File: config.mk
export PLATFORM = sky130hd
export DESIGN_NAME = pit_timer
export DESIGN_NICKNAME = d
export VERILOG_FILES = /design/src/rtl/pit_pkg.sv /design/src/rtl/pit_regs.sv /design/src/rtl/pit_counter.sv /design/src/rtl/pit_timer.sv
export SDC_FILE = /design/constraint.sdc
export NUM_CORES = 1
export LEC_CHECK = 0
export BUFFER_PORTS_ARGS = -buffer_cell sky130_fd_sc_hd__buf_2
export CAP_MARGIN = 20
export CORE_MARGIN = 1.5
export CORE_UTILIZATION = 45
export CTS_BUF_LIST = sky130_fd_sc_hd__clkbuf_4 sky130_fd_sc_hd__clkbuf_8 sky130_fd_sc_hd__clkbuf_16
export DETAILED_ROUTE_END_ITERATION = 10
export GPL_TIMING_DRIVEN = 0
export PLACE_DENSITY = 0.67
export SKIP_LAST_GASP = 1
export SYNTH_ARGS = -nofsm -noshare
export SYNTH_HDL_FRONTEND = slang
export SYNTH_HIERARCHICAL = 1
export SYNTH_SLANG_ARGS = --single-unit
File: constraint.sdc
create_clock -name clk -period 3.2 [get_ports clk]
set_clock_uncertainty 0.2 [all_clocks]
set_input_delay 0.32 -clock clk [delete_from_list [all_inputs] [get_ports clk]]
set_output_delay 0.32 -clock clk [all_outputs]
set_load 0.02 [all_outputs]
File: src/rtl/pit_pkg.sv
package pit_pkg;

    // Bus geometry
    localparam int DATA_W   = 8;
    localparam int ADDR_W   = 2;

    // Control register layout
    localparam int RUN_BIT   = 0;
    localparam int CODE_LSB  = 3;
    localparam int CODE_W    = 4;
    localparam int CODE_MSB  = CODE_LSB + CODE_W - 1;

    // Range of valid period codes
    localparam int MIN_CODE  = 1;
    localparam int MAX_CODE  = 14;

    // A counter of this width holds every count up to 2^(MAX_CODE+1)-1
    localparam int CNT_W     = MAX_CODE + 1;

    typedef enum logic [ADDR_W-1:0] {
        OFS_CTRL   = 2'd0,
        OFS_STATUS = 2'd1,
        OFS_IEN    = 2'd2,
        OFS_FLAG   = 2'd3
    } pit_ofs_e;

    typedef struct packed {
        logic [CODE_W-1:0] code;
        logic              run;
    } pit_ctrl_t;

    function automatic logic code_valid(input logic [CODE_W-1:0] code);
        return (code >= CODE_W'(MIN_CODE)) && (code <= CODE_W'(MAX_CODE));
    endfunction

    // Last count value of a period: 2^(code+1) - 1
    function automatic logic [CNT_W-1:0] period_last(input logic [CODE_W-1:0] code);
        logic [CNT_W-1:0] one;
        one = CNT_W'(1);
        return (one << (code + CODE_W'(1))) - one;
    endfunction

    function automatic logic [DATA_W-1:0] ctrl_to_byte(input pit_ctrl_t c);
        logic [DATA_W-1:0] b;
        b = '0;
        b[RUN_BIT]           = c.run;
        b[CODE_MSB:CODE_LSB] = c.code;
        return b;
    endfunction

    function automatic pit_ctrl_t byte_to_ctrl(input logic [DATA_W-1:0] b);
        pit_ctrl_t c;
        c.run  = b[RUN_BIT];
        c.code = b[CODE_MSB:CODE_LSB];
        return c;
    endfunction

endpackage

File: src/rtl/pit_regs.sv
module pit_regs
    import pit_pkg::*;
(
    input  logic              clk,
    input  logic              rst,
    input  logic              bus_wr,
    input  logic [ADDR_W-1:0] bus_addr,
    input  logic [DATA_W-1:0] bus_wdata,
    input  logic              expire,
    output pit_ctrl_t         ctrl_q,
    output logic              ien_q,
    output logic              flag_q,
    output logic              restart,
    output logic [DATA_W-1:0] bus_rdata
);

    logic wr_ctrl;
    logic wr_ien;
    logic clr_flag;

    assign wr_ctrl  = bus_wr && (bus_addr == OFS_CTRL);
    assign wr_ien   = bus_wr && (bus_addr == OFS_IEN);
    assign clr_flag = bus_wr && (bus_addr == OFS_FLAG) && bus_wdata[0];
    assign restart  = wr_ctrl;

    always_ff @(posedge clk) begin
        if (rst) begin
            ctrl_q <= '0;
            ien_q  <= 1'b0;
            flag_q <= 1'b0;
        end else begin
            if (wr_ctrl) begin
                ctrl_q <= byte_to_ctrl(bus_wdata);
            end
            if (wr_ien) begin
                ien_q <= bus_wdata[0];
            end
            // A new event takes priority over a clear in the same cycle
            if (expire) begin
                flag_q <= 1'b1;
            end else if (clr_flag) begin
                flag_q <= 1'b0;
            end
        end
    end

    always_comb begin
        bus_rdata = '0;
        case (bus_addr)
            OFS_CTRL:   bus_rdata = ctrl_to_byte(ctrl_q);
            OFS_STATUS: bus_rdata = '0;
            OFS_IEN:    bus_rdata[0] = ien_q;
            OFS_FLAG:   bus_rdata[0] = flag_q;
            default:    bus_rdata = '0;
        endcase
    end

endmodule

File: src/rtl/pit_counter.sv
module pit_counter
    import pit_pkg::*;
(
    input  logic             clk,
    input  logic             rst,
    input  logic             ref_tick,
    input  logic             restart,
    input  pit_ctrl_t        ctrl,
    output logic [CNT_W-1:0] cnt_q,
    output logic             expire
);

    logic             active;
    logic             at_last;
    logic [CNT_W-1:0] last_val;

    assign last_val = period_last(ctrl.code);
    assign active   = ctrl.run && code_valid(ctrl.code);
    assign at_last  = (cnt_q == last_val);
    assign expire   = active && ref_tick && !restart && at_last;

    always_ff @(posedge clk) begin
        if (rst || restart) begin
            cnt_q <= '0;
        end else if (active && ref_tick) begin
            cnt_q <= at_last ? '0 : cnt_q + CNT_W'(1);
        end
    end

endmodule

File: src/rtl/pit_timer.sv
module pit_timer
    import pit_pkg::*;
(
    input  logic              clk,
    input  logic              rst,
    input  logic              ref_tick,
    input  logic              bus_wr,
    input  logic [ADDR_W-1:0] bus_addr,
    input  logic [DATA_W-1:0] bus_wdata,
    output logic [DATA_W-1:0] bus_rdata,
    output logic              irq
);

    pit_ctrl_t        ctrl_q;
    logic             ien_q;
    logic             flag_q;
    logic             restart;
    logic             expire;
    logic [CNT_W-1:0] cnt_q;

    pit_regs u_regs (
        .clk       (clk),
        .rst       (rst),
        .bus_wr    (bus_wr),
        .bus_addr  (bus_addr),
        .bus_wdata (bus_wdata),
        .expire    (expire),
        .ctrl_q    (ctrl_q),
        .ien_q     (ien_q),
        .flag_q    (flag_q),
        .restart   (restart),
        .bus_rdata (bus_rdata)
    );

    pit_counter u_cnt (
        .clk      (clk),
        .rst      (rst),
        .ref_tick (ref_tick),
        .restart  (restart),
        .ctrl     (ctrl_q),
        .cnt_q    (cnt_q),
        .expire   (expire)
    );

    assign irq = flag_q & ien_q;

endmodule

==> out/metrics.cfg, run 1 <==
[logic_synthesis]
synthesis.area_um2=1870
synth_area_leaders=dfxtp_1, xnor2_1, nand2b_1
synth_top_cell_by_area=dfxtp_1
synth_common_cells=dfxtp_1, nor2_1, nand2b_1
synth-edff-count=0
ys_ff_latch=22
yosysUniqueCellTypes=57
async_flop_share=0
syn_inst=233
synthMostInstantiatedCell=dfxtp_1
netlist.area_leader.share=0.235
synth.avg_cell_area_um2=8.04
ys.flop_type=dfxtp_1
yosysWarnings=6
seq_area_frac_synth=0.235

[sta]
setup_ws_ns=-0.225
drv_slew=0
tightest_slew_ns=0.643
period_minus_slack_ns=3.43
hold_viol=0
setup-tns-final_ns=-0.256
timing.fmax_mhz=292
post-route-period-util=1.07
slew_headroom=0.568
rsz0062_at_grt=yes
finalSetupViolCount=4

[hold_path]
min_from=bus_wdata[4]
min_path_cells=3
holdPathEnd=u_regs/ctrl_q[2]
hold_class=primary input to register

[global_routing]
busiest_layer=met2
use_met1=0.297
grt_max_degree=14
overflow=0
grt_antenna_before_repair=0
grt_pass1_wl_um=7550
grt_use_met3=0.0267
grt_pass1_vias=1648
globalRouteMet2Util=0.335
grt_usage=0.215

[clocking]
htree_levels=1
cts_tree=yes
clockBufferDepth=2
cts_sinks=22
clk_latency_ns=0.27
path_clk_slew_ns=0.08
cts_made_buffers=3
clockRootBuffer=clkbuf_8

[critical_path]
criticalPathCategory=register to register
crit_path_end_kind=register
cp-start-kind=register
required_ns=3.19
cp.arrival_ns=3.41
ff2ff_path_depth=12
r2r_start=u_regs/ctrl_q[4]
rr_endpoint=u_regs/flag_q
ff2ff_setup_slack_ns=-0.23
crit_fanout=10

[final_layout]
diodes=0
area.growth.synth_to_final_pct=18.3
drive_gt1_frac=0.251
final_net_count=276

[route]
routedWlPerCell_um=14.6
drt_iter0_drc=135
remaining_drc_errors=0
first_pass_iters=4
vias_per_cell=5.70
wl_um=4510
postRouteAntennaNets=0
vias=1762

[floorplanning]
die_area_um2=4560
dieHeight_um=67.5
core.rowCount=23
pin_count=23
initial_core_util=0.468
coreArea_um2=4000
die_x_um=67.5

[power_and_ir_drop]
finalPower_uw=697
irDropWorstVdd_mv=0.250
pwr_density_cell_nw_per_um2=315
leakagePower_nw=0.810

[run_status]
violations=negative setup slack
status=complete, but fails checks

[run]
max_cap_violations=0

[place]
hpwl_um=3250
place_congestion=0.896
port_buffers=16

## timing repair
item	in CTS	in global routing
hold buffers	0	0
hold endpoints to repair	0	0
pin swaps	7	0
endpoints found under the setup margin	14	14
resized for setup	9	1
buffers inserted	5	0
## sequential cells by signal, summed over array words and instances, names as in the netlist
name           cells
u_regs/ctrl_q      5
u_regs/ien_q       1
u_cnt/cnt_q       15
u_regs/flag_q      1
## layout by cell type (no fill, tap or decap), types with 6 or more instances in the layout
cell / count
buf_4: 10
clkbuf_8: 7
nor2_1: 19
nand2b_1: 13
nand2_1: 10
nand4_1: 9
o21ai_0: 7
dfxtp_1: 19
and3_1: 7
mux2i_1: 8
buf_2: 17
xor2_1: 6
nand3_1: 11
a21oi_1: 11
xnor2_1: 12
nor3_1: 10
## how the worst max path moves through the flow
stage | from | to | slack, ns
2_1_floorplan | u_regs/ctrl_q[4] | u_regs/flag_q | -0.23
3_3_place_gp | u_regs/ctrl_q[1] | u_regs/flag_q | -0.47
3_5_place_dp | u_regs/ctrl_q[3] | u_regs/flag_q | -0.50
4_1_cts | u_regs/ctrl_q[4] | u_regs/flag_q | -0.21
5_1_grt | u_regs/ctrl_q[4] | u_regs/flag_q | -0.38
6_report | u_regs/ctrl_q[4] | u_regs/flag_q | -0.23
## worst max-delay path, cell delays in order, from the launching register on
cell	delay, ns
dfxtp_2	0.34
buf_6	0.13
or4_4	0.45
ha_4	0.21
clkbuf_16	0.16
mux2_4	0.26
a32oi_2	0.17
nor3_2	0.08
or3_4	0.33
or4_4	0.50
nor3_4	0.13
and4b_1	0.22
a211oi_2	0.17
## routing by layer
layer  vias up  share of wire
li1        892              -
met1       835           0.51
met2        28           0.44
met3         7          0.035
met4         0          0.014
met5         -              0
## through the flow
| step | worst slack [ns] | instance area [µm²] | std cells | utilization | hold WS [ns] |
|---|---|---|---|---|---|
| detailed placement | -0.497 | 2060 | 301 | 0.514 | 0.283 |
| global route | -0.377 | 2220 | 309 | 0.554 | 0.108 |
| finish | -0.225 | 2220 | 309 | 0.554 | 0.0984 |
| CTS | -0.208 | 2200 | 309 | 0.551 | 0.0988 |
| floorplan | -0.228 | 1910 | 235 | - | 0.220 |
| global placement | -0.474 | 2060 | 301 | 0.514 | 0.277 |
## report_power, final
group / switching, mW / internal (mW)
sequential: 0.00237 / 0.276
combinational: 0.0803 / 0.0779
clock: 0.0936 / 0.167
total: 0.176 / 0.521
## kinds of logic after synthesis
family | after synthesis | share of synthesized area
AOI/OAI and AO/OA | 41 | 0.157
other | 1 | 0.00200
DFF | 22 | 0.235
adders and majority gates | 2 | 0.0134
muxes | 10 | 0.0548
and+or+nand+nor | 113 | 0.351
xor gates and xnor gates | 18 | 0.0842
buffers and inverters | 26 | 0.102
## cell type report
type | instances | area, µm²
flip-flops and latches | 22 | 447
inverters | 4 | 17.5
clock buffers | 3 | 41.3
repair buffers | 21 | 118
fillers | 402 | 1780
plain buffers | 21 | 176
multi-input cells | 187 | 1320
well taps | 50 | 62.6
clock inverters | 1 | 30.0
(Power assumes the default switching activity.)
==> run 2: changes to the inputs <==
- BUFFER_PORTS_ARGS: -buffer_cell sky130_fd_sc_hd__buf_2 -> unset
- DONT_BUFFER_PORTS: unset -> 1
- PLACE_DENSITY: 0.67 -> unset
- clock period: 3.2 -> 2.8 ns (I/O delays scaled with it)
==> run 2 against run 1 <==
  * Register-to-register slack got worse by 0.42 ns
  * The run still ends with negative setup slack left
  * Sequential share of layout area decreased by 0.85 points
  * Utilization increased by 2.4 points
  * Largest cell class unchanged
==> out/metrics.cfg, run 2 (same netlist as run 1, synthesis figures left out) <==
[floorplanning]
pin_count=23  ; unchanged
die_area_um2=4560  ; unchanged
die_x_um=67.5  ; unchanged
coreArea_um2=4000  ; unchanged
dieHeight_um=67.5  ; unchanged
core.rowCount=23  ; unchanged
initial_core_util=0.468  ; unchanged

[critical_path]
cp_slowest_stage_delay_ns=0.56  ; was 0.50 ns
cp.arrival_ns=3.44  ; was 3.41 ns
required_ns=2.79  ; was 3.19 ns
crit_top_cell=or4_4  ; unchanged
path_cells=or4_4, ha_4, clkbuf_16, mux2_4, a32oi_2, nor3_2, or3_4, or4_4, nor3_4, and4b_1, a211oi_2  ; was buf_6, or4_4, ha_4, clkbuf_16, mux2_4, a32oi_2, nor3_2, or3_4, or4_4, nor3_4, and4b_1, a211oi_2
ff2ff_setup_slack_ns=-0.65  ; was -0.23 ns
crit_fanout=10  ; unchanged
slowest_stage=or4_4  ; unchanged
cp-start-kind=register  ; unchanged
criticalPathCategory=register to register  ; unchanged
crit_path_end_kind=register  ; unchanged

[power_and_ir_drop]
finalPower_uw=734  ; was 697 µW
pwr_density_cell_nw_per_um2=317  ; was 315 nW/µm²
irDropWorstVdd_mv=0.209  ; was 0.250 mV
leakagePower_nw=0.797  ; was 0.810 nW

[run]
max_cap_violations=0  ; unchanged

[clocking]
clockBufferDepth=2  ; unchanged
cts_made_buffers=3  ; unchanged
path_clk_slew_ns=0.08  ; about the same
htree_levels=1  ; unchanged
clk_latency_ns=0.26  ; was 0.27 ns
clockRootBuffer=clkbuf_8  ; unchanged
cts_tree=yes  ; unchanged
cts_sinks=22  ; unchanged

[route]
drt_iter0_drc=165  ; was 135
routedWlPerCell_um=15.6  ; was 14.6 µm
postRouteAntennaNets=0  ; unchanged
first_pass_iters=4  ; unchanged
remaining_drc_errors=0  ; unchanged
wl_um=4780  ; was 4510 µm
vias=1768  ; was 1762
vias_per_cell=5.78  ; was 5.70

[sta]
drv_slew=0  ; unchanged
finalSetupViolCount=15  ; was 4
timing.fmax_mhz=290  ; was 292 MHz
setup_ws_ns=-0.647  ; was -0.225 ns
slew_headroom=0.553  ; was 0.568
hold_viol=0  ; unchanged
tightest_slew_ns=0.670  ; was 0.643 ns
setup-tns-final_ns=-4.47  ; was -0.256 ns
post-route-period-util=1.23  ; was 1.07
hold_ws_ns=0.0116  ; was 0.0984 ns
period_minus_slack_ns=3.45  ; was 3.43 ns
rsz0062_at_grt=yes  ; unchanged

[final_layout]
largest_reg_flops=15  ; unchanged
num-fill-cells=376  ; was 402
top_register=u_cnt/cnt_q  ; unchanged
diodes=0  ; unchanged
register_area_um2=447  ; unchanged
final_cell_mix=dfxtp_1, nor2_1, buf_4  ; was nor2_1, dfxtp_1, buf_2
drive_gt1_frac=0.258  ; was 0.251
area.growth.synth_to_final_pct=23.5  ; was 18.3%
final_net_count=273  ; was 276
final_common_cell=dfxtp_1
multi_input_area_um2=1400  ; was 1320 µm²
largestRegisters=u_cnt/cnt_q (15), u_regs/ctrl_q (5)  ; unchanged

[global_routing]
overflow=0  ; unchanged
grt_pass1_vias=1680  ; was 1648
grt_max_degree=13  ; was 14
grt_antenna_before_repair=0  ; unchanged
grt_usage=0.227  ; was 0.215
grt_pass1_wl_um=8050  ; was 7550 µm

[hold_path]
hold_class=primary input to register  ; unchanged

[place]
hpwl_um=3290  ; was 3250 µm
place_congestion=0.921  ; was 0.896
port_buffers=0  ; was 16

[run_status]
violations=negative setup slack  ; unchanged
status=complete, but fails checks  ; unchanged

-- run 2: cell count changes in the layout (fill, tap and decap cells not counted), sizes merged --
cell | before | now
bufinv | 1 | 0
buf | 31 | 20
dlygate4sd3 | 0 | 8
clkbuf | 14 | 15
-- run 2: metal layers --
metal | vias to the layer above | part of all wire | track usage
met5 | - | 0 | 0
met4 | 0 | 0.0096 | 0.0357
met3 | 6 | 0.044 | 0.0250
met2 | 43 | 0.45 | 0.350
met1 | 833 | 0.49 | 0.341
li1 | 886 | - | -
-- run 2: worst max-delay path, delay by kind of cell (launching register included) --
| kind | cells | cell delay (ns) |
|---|---|---|
| and+or+nand+nor | 6 | 1.89 |
| DFF | 1 | 0.33 |
| AOI/OAI and AO/OA | 2 | 0.32 |
| muxes | 1 | 0.26 |
| adders and majority gates | 1 | 0.21 |
| buffers and inverters | 1 | 0.16 |
-- run 2: cell type report --
class / count / share of cell area
plain buffers: 20 / 0.0714
clock buffers: 4 / 0.0238
inverters: 4 / 0.00757
multi-input cells: 187 / 0.604
flip-flops and latches: 22 / 0.193
well taps: 50 / 0.0270
repair buffers: 19 / 0.0736
-- run 2: worst paths after layout --
| path | start | end | cells past startpoint |
|---|---|---|---|
| max reg2reg | u_regs/ctrl_q[1] | u_regs/flag_q | 11 |
| min | rst | u_cnt/cnt_q[1] | 3 |
| max | u_regs/ctrl_q[1] | u_regs/flag_q | 11 |
| min reg2reg | u_regs/ien_q | u_regs/ien_q | 2 |
-- run 2: power breakdown --
group / internal (mW) / switching (mW)
Combinational: 0.0921 / 0.0940
Sequential: 0.315 / 0.00340
Clock: 0.125 / 0.104
-- run 2: repair_timing --
action,in CTS,in global routing
buffers inserted,9,2
pin swaps,14,17
endpoints found under the setup margin,15,15
resized for setup,13,16
hold endpoints to repair,7,1
hold buffers,6,2
-- run 2: through the flow --
stage / worst slack (ns) / utilization / instances / cell area [µm²]
global placement: -0.898 / 0.494 / 285 / 1980
CTS: -0.651 / 0.549 / 302 / 2200
detailed placement: -0.927 / 0.494 / 285 / 1980
finish: -0.647 / 0.578 / 306 / 2310
floorplan: -0.628 / - / 235 / 1910
global route: -0.753 / 0.578 / 306 / 2310
==> run 3: changes to the inputs <==
- ABC_AREA: unset -> 1
==> run 3 against run 2 <==
  * The flow now finishes without violations
  * Sequential power increased by 2%
  * Hold slack better by 0.0056 ns
  * Clock power shrank 4%
  * Final cell count rose by 14%
  * Wire length fell by 20%
  * Die area shrank 10%
  * Largest power group unchanged
==> out/metrics.cfg, run 3 <==
[place]
port_buffers=0  ; unchanged
place_area_um2=1740  ; was 1980 µm²
dpl.cell_count=337  ; was 285
place_congestion=0.926  ; was 0.921
hpwl_um=3060  ; was 3290 µm

[route]
vias=1661  ; was 1768
remaining_drc_errors=0  ; unchanged
vias_per_cell=4.76  ; was 5.78
first_pass_iters=4  ; unchanged
postRouteAntennaNets=0  ; unchanged
drt_iter0_drc=145  ; was 165
routedWlPerCell_um=11.0  ; was 15.6 µm
wl_um=3820  ; was 4780 µm

[critical_path]
cp.arrival_ns=2.50  ; was 3.44 ns
crit_fanout=10  ; unchanged
crit_path_start=u_regs/ctrl_q[3]  ; was u_regs/ctrl_q[1]
path_cells=buf_4, nand2_1, inv_2, nand2_2, ha_1, nand2_2, nor2_1, nand2_1, nor2_1, nor2_1, nand3_1, nor2_2, nand4_1, nand2_2, buf_6, nor2_1  ; was or4_4, ha_4, clkbuf_16, mux2_4, a32oi_2, nor3_2, or3_4, or4_4, nor3_4, and4b_1, a211oi_2
crit_top_cell=nor2_1  ; was or4_4
r2r_start=u_regs/ctrl_q[3]  ; was u_regs/ctrl_q[1]
crit_family=simple AND/OR/NAND/NOR gates  ; unchanged
criticalPathCategory=register to register  ; unchanged
required_ns=2.74  ; was 2.79 ns
path_buf_inv=3  ; was 1
crit_path_end_kind=register  ; unchanged
slowest_stage=dfxtp_1  ; was or4_4
cp_slowest_stage_delay_ns=0.36  ; was 0.56 ns
cp-start-kind=register  ; unchanged

[logic_synthesis]
seq_area_frac_synth=0.264  ; was 0.235
yosysWarnings=6  ; unchanged
synth-edff-count=0  ; unchanged
ys.flop_type=dfxtp_1  ; unchanged
async_flop_share=0  ; unchanged
synthesis.area_um2=1670  ; was 1870 µm²
synth_common_cells=nand2_1, nor2_1, inv_1  ; was dfxtp_1, nor2_1, nand2b_1
netlist.area_leader.share=0.264  ; was 0.235
synth_area_leaders=dfxtp_1, nand2_1, nor2_1  ; was dfxtp_1, xnor2_1, nand2b_1
synth.avg_cell_area_um2=5.78  ; was 8.04 µm²
syn_inst=289  ; was 233
synth_top_cell_by_area=dfxtp_1  ; unchanged
synthMostInstantiatedCell=nand2_1  ; was dfxtp_1
yosysUniqueCellTypes=25  ; was 57
ys_ff_latch=22  ; unchanged

[hold_path]
hold_class=primary input to register  ; unchanged
min_from=bus_wdata[5]  ; was rst

[clocking]
cts_tree=yes  ; unchanged
cts_made_buffers=3  ; unchanged
clockRootBuffer=clkbuf_8  ; unchanged
clockBufferDepth=2  ; unchanged
cts_sinks=22  ; unchanged
htree_levels=1  ; unchanged
path_clk_slew_ns=0.08  ; about the same
clk_latency_ns=0.25  ; was 0.26 ns

[sta]
finalSetupViolCount=0  ; was 15
hold_viol=0  ; unchanged
post-route-period-util=0.916  ; was 1.23
period_minus_slack_ns=2.56  ; was 3.45 ns
timing.fmax_mhz=390  ; was 290 MHz
drv_slew=0  ; unchanged

[floorplanning]
die_area_um2=4090  ; was 4560 µm²
core.rowCount=21  ; was 23
die_x_um=63.9  ; was 67.5 µm
pin_count=23  ; unchanged
dieHeight_um=63.9  ; was 67.5 µm
coreArea_um2=3440  ; was 4000 µm²
initial_core_util=0.485  ; was 0.468

[final_layout]
utilization=0.547  ; was 0.578
num-fill-cells=375  ; was 376
largest_reg_flops=15  ; unchanged
drive_gt1_frac=0.0957  ; was 0.258
top_register=u_cnt/cnt_q  ; unchanged
final_common_cell=nand2_1  ; was dfxtp_1
final_net_count=320  ; was 273
final_cell_mix=nand2_1, nor2_1, inv_1  ; was dfxtp_1, nor2_1, buf_4
finalInstanceArea_um2=1880  ; was 2310 µm²
diodes=0  ; unchanged
area.growth.synth_to_final_pct=12.8  ; was 23.5%
fin_cells=349  ; was 306
largestRegisters=u_cnt/cnt_q (15), u_regs/ctrl_q (5)  ; unchanged

[power_and_ir_drop]
leakagePower_nw=0.824  ; was 0.797 nW
irDropWorstVdd_mv=0.226  ; was 0.209 mV
pwr_density_cell_nw_per_um2=366  ; was 317 nW/µm²

[global_routing]
grt_antenna_before_repair=0  ; unchanged
overflow=0  ; unchanged
grt_usage=0.202  ; was 0.227
grt_pass1_wl_um=6720  ; was 8050 µm
grt_pass1_vias=1529  ; was 1680
grt_max_degree=13  ; unchanged

[run_status]
status=finished clean  ; was complete, but fails checks

[run]
max_cap_violations=0  ; unchanged

-- run 3: changes by cell type after synthesis, sizes merged, moves of 10 or more --
cell	previous run	this run
clkbuf	11	0
inv	4	41
nand2	10	78
nand2b	13	0
nand3	11	34
nor2	19	56
xnor2	12	2
-- run 3: through the flow --
step	hold slack (ns)	power [mW]	setup TNS (ns)	worst slack, ns
final	0.0173	0.690	0	0.236
after global routing	0.0601	0.736	-0.00206	-0.00206
after CTS	0.00979	0.692	0	0.0658
after detailed placement	0.155	0.460	-0.140	-0.0237
after global placement	0.153	0.461	-0.177	-0.0286
after floorplan	0.149	0.434	0	0.483
-- run 3: cell type report --
cell class              instances  area, µm²  share of cell area
multi-input cells             222       1050               0.558
well taps                      46       57.6              0.0305
flip-flops and latches         22        443               0.235
inverters                      41        156              0.0830
clock buffers                   4       55.1              0.0292
repair buffers                  8       75.1              0.0398
plain buffers                   6       46.3              0.0246
-- run 3: final timing paths --
check        cells after the start  slack [ns]                to
min                              2        0.02  u_regs/ctrl_q[3]
max reg2reg                     16        0.24   u_cnt/cnt_q[12]
min reg2reg                      2        0.31     u_regs/flag_q
max                             16        0.24   u_cnt/cnt_q[12]
-- run 3: kinds of logic (layout without fill, tap and decap cells) --
logic type      Yosys count  count (layout)  synth area share
flops                    22              22             0.264
xor+xnor                 11              11            0.0577
fa+ha+maj                 2               2            0.0150
compound gates           23              23            0.0712
buf+inv                  47              59             0.118
simple gates            183             183             0.473
other cells               1               3           0.00225
-- run 3: report_power, final --
part | leakage (nW) | internal [mW] | total [mW] | switching, mW
registers | 0.179 | 0.317 | 0.324 | 0.00693
clock network | 0.0288 | 0.125 | 0.221 | 0.0960
logic | 0.616 | 0.0517 | 0.145 | 0.0930
-- run 3: metal layers --
layer | vias up | track usage | wire [µm]
li1 | 932 | - | -
met1 | 711 | 0.303 | 2120
met2 | 16 | 0.309 | 1600
met3 | 2 | 0.0246 | 85
met4 | 0 | 0.0408 | 23
met5 | - | 0 | 0
-- run 3: worst register-to-register path, delay by kind of cell, from the launching register on --
family | cells | cell delay, ns
fa+ha+maj | 1 | 0.26
simple gates | 12 | 1.21
buf+inv | 3 | 0.42
flops | 1 | 0.36
-- run 3: what timing repair did --
| item | 4_1_cts | 5_1_grt |
|---|---|---|
| buffers inserted | 0 | 2 |
| hold buffers | 6 | 0 |
| pin swaps | 0 | 2 |
| hold endpoints to repair | 7 | 0 |
| gates resized for setup | 2 | 8 |
| endpoints found under the setup margin | 10 | 14 |
